## src/rtl/mac_pkg.sv

```systemverilog
`timescale 1ns/1ps
package mac_pkg;

  typedef enum logic [1:0] {
    ST_IDLE   = 2'd0,
    ST_MUL    = 2'd1,
    ST_ADD_LO = 2'd2,
    ST_ADD_HI = 2'd3
  } mac_state_e;

endpackage

```

## src/rtl/mac_rst_sync.sv

```systemverilog
`timescale 1ns/1ps
// Asynchronous assert, synchronous release of the active-low reset.
module mac_rst_sync #(
  parameter int STAGES = 2
) (
  input  logic clk,
  input  logic arst_n,
  output logic rst_sync_n
);

  logic [STAGES-1:0] sync_q;
  logic [STAGES-1:0] sync_d;

  always_comb begin
    sync_d = {sync_q[STAGES-2:0], 1'b1};
  end

  always_ff @(posedge clk or negedge arst_n) begin
    if (!arst_n) sync_q <= '0;
    else         sync_q <= sync_d;
  end

  assign rst_sync_n = sync_q[STAGES-1];

endmodule

```

## src/rtl/mac_word_adder.sv

```systemverilog
`timescale 1ns/1ps
// One word-wide adder with carry in; reports carry out and signed overflow.
module mac_word_adder #(
  parameter int W = 32
) (
  input  logic [W-1:0] x,
  input  logic [W-1:0] y,
  input  logic         cin,
  output logic [W-1:0] sum,
  output logic         cout,
  output logic         sovf
);

  logic [W:0] wide;

  always_comb begin
    wide = {1'b0, x} + {1'b0, y} + {{W{1'b0}}, cin};
    sum  = wide[W-1:0];
    cout = wide[W];
    sovf = (x[W-1] == y[W-1]) && (wide[W-1] != x[W-1]);
  end

endmodule

```

## src/rtl/mac_seq_mult.sv

```systemverilog
`timescale 1ns/1ps
// Iterative multiplier: retires CHUNK_W multiplier bits per step,
// result taken modulo 2^PROD_W of the (already extended) operands.
module mac_seq_mult #(
  parameter int PROD_W  = 64,
  parameter int CHUNK_W = 16
) (
  input  logic              clk,
  input  logic              rst_n,
  input  logic              load,
  input  logic              step,
  input  logic [PROD_W-1:0] mcand_in,
  input  logic [PROD_W-1:0] mplier_in,
  output logic [PROD_W-1:0] product
);

  logic [PROD_W-1:0] mcand_q,  mcand_d;
  logic [PROD_W-1:0] mplier_q, mplier_d;
  logic [PROD_W-1:0] prod_q,   prod_d;
  logic [PROD_W-1:0] term [CHUNK_W];
  logic [PROD_W-1:0] partial;

  // One shifted copy of the multiplicand per multiplier bit in the chunk.
  for (genvar gi = 0; gi < CHUNK_W; gi++) begin : g_term
    assign term[gi] = mplier_q[gi] ? (mcand_q << gi) : '0;
  end

  always_comb begin
    partial = '0;
    for (int i = 0; i < CHUNK_W; i++) begin
      partial = partial + term[i];
    end
  end

  always_comb begin
    mcand_d  = mcand_q;
    mplier_d = mplier_q;
    prod_d   = prod_q;
    if (load) begin
      mcand_d  = mcand_in;
      mplier_d = mplier_in;
      prod_d   = '0;
    end else if (step) begin
      prod_d   = prod_q + partial;
      mcand_d  = mcand_q << CHUNK_W;
      mplier_d = mplier_q >> CHUNK_W;
    end
  end

  always_ff @(posedge clk or negedge rst_n) begin
    if (!rst_n) begin
      mcand_q  <= '0;
      mplier_q <= '0;
      prod_q   <= '0;
    end else begin
      mcand_q  <= mcand_d;
      mplier_q <= mplier_d;
      prod_q   <= prod_d;
    end
  end

  assign product = prod_q;

endmodule

```

## src/rtl/mac_ctrl.sv

```systemverilog
`timescale 1ns/1ps
// Sequencer: accept, NSTEP multiply steps, low-word add, high-word add.
module mac_ctrl
  import mac_pkg::*;
#(
  parameter int NSTEP = 4
) (
  input  logic clk,
  input  logic rst_n,
  input  logic start,
  output logic load,
  output logic step,
  output logic add_lo_en,
  output logic add_hi_en,
  output logic busy,
  output logic done
);

  localparam int CNT_W = (NSTEP > 1) ? $clog2(NSTEP) : 1;

  mac_state_e       state_q, state_d;
  logic [CNT_W-1:0] cnt_q,   cnt_d;
  logic             done_q,  done_d;
  logic             last_step;

  assign last_step = (cnt_q == CNT_W'(NSTEP - 1));

  always_comb begin
    state_d = state_q;
    cnt_d   = cnt_q;
    unique case (state_q)
      ST_IDLE: begin
        if (start) begin
          state_d = ST_MUL;
          cnt_d   = '0;
        end
      end
      ST_MUL: begin
        if (last_step) state_d = ST_ADD_LO;
        else           cnt_d   = cnt_q + 1'b1;
      end
      ST_ADD_LO: state_d = ST_ADD_HI;
      ST_ADD_HI: state_d = ST_IDLE;
      default:   state_d = ST_IDLE;
    endcase
  end

  assign load      = (state_q == ST_IDLE) && start;
  assign step      = (state_q == ST_MUL);
  assign add_lo_en = (state_q == ST_ADD_LO);
  assign add_hi_en = (state_q == ST_ADD_HI);
  assign busy      = (state_q != ST_IDLE);

  always_comb begin
    done_d = add_hi_en;
  end

  always_ff @(posedge clk or negedge rst_n) begin
    if (!rst_n) begin
      state_q <= ST_IDLE;
      cnt_q   <= '0;
      done_q  <= 1'b0;
    end else begin
      state_q <= state_d;
      cnt_q   <= cnt_d;
      done_q  <= done_d;
    end
  end

  assign done = done_q;

endmodule

```

## src/rtl/mac64_accum.sv

```systemverilog
`timescale 1ns/1ps
// Multiply-accumulate top: double-width product plus accumulator,
// accumulate split into two word additions on one shared adder.
module mac64_accum #(
  parameter int OP_W    = 32,
  parameter int CHUNK_W = 16
) (
  input  logic            clk,
  input  logic            rst_n,
  input  logic            start,
  input  logic            mode,
  input  logic [OP_W-1:0] a,
  input  logic [OP_W-1:0] b,
  input  logic [OP_W-1:0] acc_lo,
  input  logic [OP_W-1:0] acc_hi,
  output logic [OP_W-1:0] res_lo,
  output logic [OP_W-1:0] res_hi,
  output logic            ovf,
  output logic            done
);

  localparam int PROD_W = 2 * OP_W;
  localparam int NSTEP  = PROD_W / CHUNK_W;

  logic rst_sync_n;
  logic load, step, add_lo_en, add_hi_en, busy;

  mac_rst_sync #(.STAGES(2)) rst_sync_i (
    .clk        (clk),
    .arst_n     (rst_n),
    .rst_sync_n (rst_sync_n)
  );

  mac_ctrl #(.NSTEP(NSTEP)) ctrl_i (
    .clk       (clk),
    .rst_n     (rst_sync_n),
    .start     (start),
    .load      (load),
    .step      (step),
    .add_lo_en (add_lo_en),
    .add_hi_en (add_hi_en),
    .busy      (busy),
    .done      (done)
  );

  // Operand extension by mode: sign bits in signed mode, zeros otherwise.
  logic [PROD_W-1:0] a_ext, b_ext;
  assign a_ext = {{OP_W{mode & a[OP_W-1]}}, a};
  assign b_ext = {{OP_W{mode & b[OP_W-1]}}, b};

  logic [PROD_W-1:0] product;

  mac_seq_mult #(.PROD_W(PROD_W), .CHUNK_W(CHUNK_W)) mult_i (
    .clk       (clk),
    .rst_n     (rst_sync_n),
    .load      (load),
    .step      (step),
    .mcand_in  (a_ext),
    .mplier_in (b_ext),
    .product   (product)
  );

  // Captured operation context.
  logic            mode_q,   mode_d;
  logic [OP_W-1:0] acc_lo_q, acc_lo_d;
  logic [OP_W-1:0] acc_hi_q, acc_hi_d;

  always_comb begin
    mode_d   = mode_q;
    acc_lo_d = acc_lo_q;
    acc_hi_d = acc_hi_q;
    if (load) begin
      mode_d   = mode;
      acc_lo_d = acc_lo;
      acc_hi_d = acc_hi;
    end
  end

  // Shared word adder: low halves first, then high halves with carry.
  logic [OP_W-1:0] add_x, add_y, add_sum;
  logic            add_cin, add_cout, add_sovf;

  always_comb begin
    if (add_hi_en) begin
      add_x   = product[PROD_W-1:OP_W];
      add_y   = acc_hi_q;
      add_cin = carry_q;
    end else begin
      add_x   = product[OP_W-1:0];
      add_y   = acc_lo_q;
      add_cin = 1'b0;
    end
  end

  mac_word_adder #(.W(OP_W)) adder_i (
    .x    (add_x),
    .y    (add_y),
    .cin  (add_cin),
    .sum  (add_sum),
    .cout (add_cout),
    .sovf (add_sovf)
  );

  logic [OP_W-1:0] lo_sum_q, lo_sum_d;
  logic            carry_q,  carry_d;
  logic [OP_W-1:0] res_lo_q, res_lo_d;
  logic [OP_W-1:0] res_hi_q, res_hi_d;
  logic            ovf_q,    ovf_d;

  always_comb begin
    lo_sum_d = lo_sum_q;
    carry_d  = carry_q;
    res_lo_d = res_lo_q;
    res_hi_d = res_hi_q;
    ovf_d    = ovf_q;
    if (add_lo_en) begin
      lo_sum_d = add_sum;
      carry_d  = add_cout;
    end
    if (add_hi_en) begin
      res_lo_d = lo_sum_q;
      res_hi_d = add_sum;
      ovf_d    = mode_q ? add_sovf : add_cout;
    end
  end

  always_ff @(posedge clk or negedge rst_sync_n) begin
    if (!rst_sync_n) begin
      mode_q   <= 1'b0;
      acc_lo_q <= '0;
      acc_hi_q <= '0;
      lo_sum_q <= '0;
      carry_q  <= 1'b0;
      res_lo_q <= '0;
      res_hi_q <= '0;
      ovf_q    <= 1'b0;
    end else begin
      mode_q   <= mode_d;
      acc_lo_q <= acc_lo_d;
      acc_hi_q <= acc_hi_d;
      lo_sum_q <= lo_sum_d;
      carry_q  <= carry_d;
      res_lo_q <= res_lo_d;
      res_hi_q <= res_hi_d;
      ovf_q    <= ovf_d;
    end
  end

  assign res_lo = res_lo_q;
  assign res_hi = res_hi_q;
  assign ovf    = ovf_q;

endmodule

```

## config.mk

```make
export PLATFORM = sky130hd
export DESIGN_NAME = mac64_accum
export DESIGN_NICKNAME = d
export VERILOG_FILES = /design/src/rtl/mac_pkg.sv /design/src/rtl/mac_rst_sync.sv /design/src/rtl/mac_word_adder.sv /design/src/rtl/mac_seq_mult.sv /design/src/rtl/mac_ctrl.sv /design/src/rtl/mac64_accum.sv
export SDC_FILE = /design/constraint.sdc
export NUM_CORES = 2
export LEC_CHECK = 0
export CAP_MARGIN = 10
export CORE_UTILIZATION = 58
export DETAILED_ROUTE_END_ITERATION = 10
export PLACE_DENSITY = 0.89
export SYNTH_ARGS = -nofsm -noshare
export SYNTH_HDL_FRONTEND = slang
export SYNTH_SLANG_ARGS = --single-unit
```

## constraint.sdc

```tcl
create_clock -name clk -period 10.25 [get_ports clk]
set_input_delay 2.05 -clock clk [delete_from_list [all_inputs] [get_ports clk]]
set_output_delay 2.05 -clock clk [all_outputs]
set_load 0.02 [all_outputs]
```

==> results.yml <==
routing:
  wirelength_um: 127000
  antenna_left: 0
  viasPerCell: 5.85
  drc_errors: 0
  firstDrtPassIters: 7
  first_iter_violations: 2993
  vias: 34226
  wl_per_cell_um: 21.6
die:
  start_util: 0.590
  rows: 100
  core_mm2: 0.0748
  die_x_um: 278
  dieHeight_um: 278
  io_pins: 198
  die_area_mm2: 0.0772
setup_path:
  path_common_cell: "fa_1"
  r2r-end: "mult_i.product[58]"
  r2r_start: "mult_i.mplier_q[1]"
  cp.arrival_ns: 8.13
  cp_num_cells: 24
  slowest_delay_ns: 0.83
  critPathTopFamily: "adder cells"
  critPathBufInv: 6
  path_class: "reg2reg"
  ff2ff_path_depth: 24
  cp.required_ns: 10.71
  cp_max_fo: 33
  critPathLaunch: "mult_i.mplier_q[1]"
  critPathCaptureType: "flop"
  cp-start-kind: "flop"
  rrSetupSlack_ns: 2.58
  path_cells: "buf_4 -> nand2_1 -> fa_1 -> inv_1 -> fa_1 -> inv_1 -> fa_1 -> inv_1 -> fa_1 -> fa_1 -> inv_1 -> fa_1 -> inv_1 -> ha_1 -> and2_0 -> nand3_1 -> or2_2 -> nor2_1 -> o211ai_2 -> a211oi_2 -> o211ai_2 -> a21oi_2 -> nor4_1 -> a2111oi_2"
  crit_slowest_cell: "dfrtp_2"
sta:
  setup_tns_ns: 0
  relSlewSlack: 0.281
  rsz0062_at_grt: "false"
  maxSlewViolCount: 0
  clock_skew_ns: 0.0313
  min_period_over_period: 0.748
  fmax_ghz: 0.130
  setup_viol: 0
  hold_violations: 0
  period_needed_ns: 7.67
  worst_slew_pin_slew_ns: 1.08
hold_path:
  hp-start: "rst_sync_i.sync_q[0]"
  hold_path.class: "reg2reg"
  hold_depth: 0
  min_to: "rst_sync_i.sync_q[1]"
clock_network:
  post_cts_buffers: 0
  clk_latency_ns: 0.59
  clockBufferDepth: 3
  cts_resized: 0
  clk_pin_slew_ns: 0.06
  cts_max_level: 2
  cts_buffers: 38
  cts.sinks: 332
  cts_tree: "built"
  cts_hold_buf: 0
  cts_root_buffer: "clkbuf_16"
global_route:
  grt_pass1_wl_um: 206000
  gr-total-overflow: 0
  grtUsageTotal: 0.342
  grt_max_degree: 173
  grt_pass1_vias: 37747
  grt_antenna_before_repair: 6
yosys:
  yosysMostFrequentCell: "nand2_1"
  ys_ff_latch: 332
  synth_area_mm2: 0.0441
  synthFlopType: "dfrtp_1"
  synth_edf_count: 0
  async_flop_share: 1.00
  synth_top_cell_by_area: "fa_1"
  ys_top_cells_by_area: "fa_1 (37%), dfrtp_1 (19%), nand2_1 (8.4%), inv_1 (8.4%), and2_1 (3.9%)"
  syn_nets: 5963
  yosysSeqAreaShare: 0.188
  avgSynthCellArea_um2: 9.04
  yosys-top-cells-count: "nand2_1 (993), inv_1 (992), fa_1 (819), dfrtp_1 (332), and2_1 (274)"
  synth_top_area_frac: 0.371
  yosys_warnings: 0
  syn_inst: 4885
  yosys.cell_types.count: 78
cells_and_area:
  fillers: 5572
  fin_nets: 5930
  drive_gt1_frac: 0.0539
  synthToLayoutAreaGrowth_pct: 8.27
place:
  dp_hpwl_um: 94900
  io_buffer_count: 197
  gp_congestion: 0.978
run:
  max_cap_viol_count: 0
run_status:
  run_status: "finished, final reports clean"
-- per-layer routing --
| layer | vias to the layer above | GRT usage | routed length, um |
|---|---|---|---|
| li1 | 14521 | - | - |
| met1 | 17204 | 0.435 | 47200 |
| met2 | 1998 | 0.549 | 59300 |
| met3 | 493 | 0.0996 | 14200 |
| met4 | 10 | 0.143 | 5850 |
| met5 | - | 0 | 64 |
-- cell type report --
class	instances	area [um2]	area share
clock inverters	16	211	0.00442
diodes	2	5.00	0.000105
repair buffers	222	2200	0.0460
multi-input cells	3266	31000	0.649
inverters	992	3720	0.0779
flip-flops and latches	332	8330	0.174
clock buffers	54	1080	0.0226
well taps	969	1210	0.0254
-- cells by family after synthesis --
logic type      count (synthesis)  share of synthesized area
mux                           242                     0.0585
other cells                     1                  0.0000849
fa+ha+maj                     946                      0.407
simple gates                 1541                      0.154
flops                         332                      0.188
buf+inv                      1287                      0.110
xor+xnor                       93                     0.0184
compound gates                443                     0.0639
-- layout by cell type (no fill, tap or decap), drive strengths merged, types with 113 or more instances in the layout --
master           n
nand2          993
fa             819
mux2i          113
clkdlybuf4s50  197
and2           275
a21oi          113
o21ai          163
inv            995
ha             127
mux2           129
nor2           117
dfrtp          332
-- through the flow --
stage	worst slack [ns]	area, um2	hold slack (ns)	std cells	utilization
after global routing	2.20	47800	0.354	5851	0.639
final	2.58	47800	0.350	5853	0.639
after floorplan	0.312	44100	0.331	4885	-
after global placement	2.83	46500	0.335	5781	0.622
after detailed placement	2.77	46500	0.340	5781	0.622
after CTS	2.69	47800	0.352	5851	0.639
-- state kept, by name, indices dropped and copies added (netlist names) --
signal / flops
ctrl_i.state_q: 2
acc_lo_q: 32
mult_i.mcand_q: 64
mode_q: 1
mult_i.product: 64
lo_sum_q: 32
res_hi: 32
rst_sync_i.sync_q: 2
ctrl_i.cnt_q: 2
res_lo: 32
carry_q: 1
mult_i.mplier_q: 34
acc_hi_q: 32
ovf: 1
ctrl_i.done: 1
-- worst max path at each step --
| stage | endpoint |
|---|---|
| 3_5_place_dp | mult_i.product[58] |
| 5_1_grt | mult_i.product[58] |
| 6_report | mult_i.product[58] |
| 3_3_place_gp | mult_i.product[44] |
| 2_1_floorplan | acc_hi_q[0] |
| 4_1_cts | mult_i.product[58] |
Power is not shown: default switching activity piles up to over one toggle a cycle in this logic, so the estimate is an artifact.
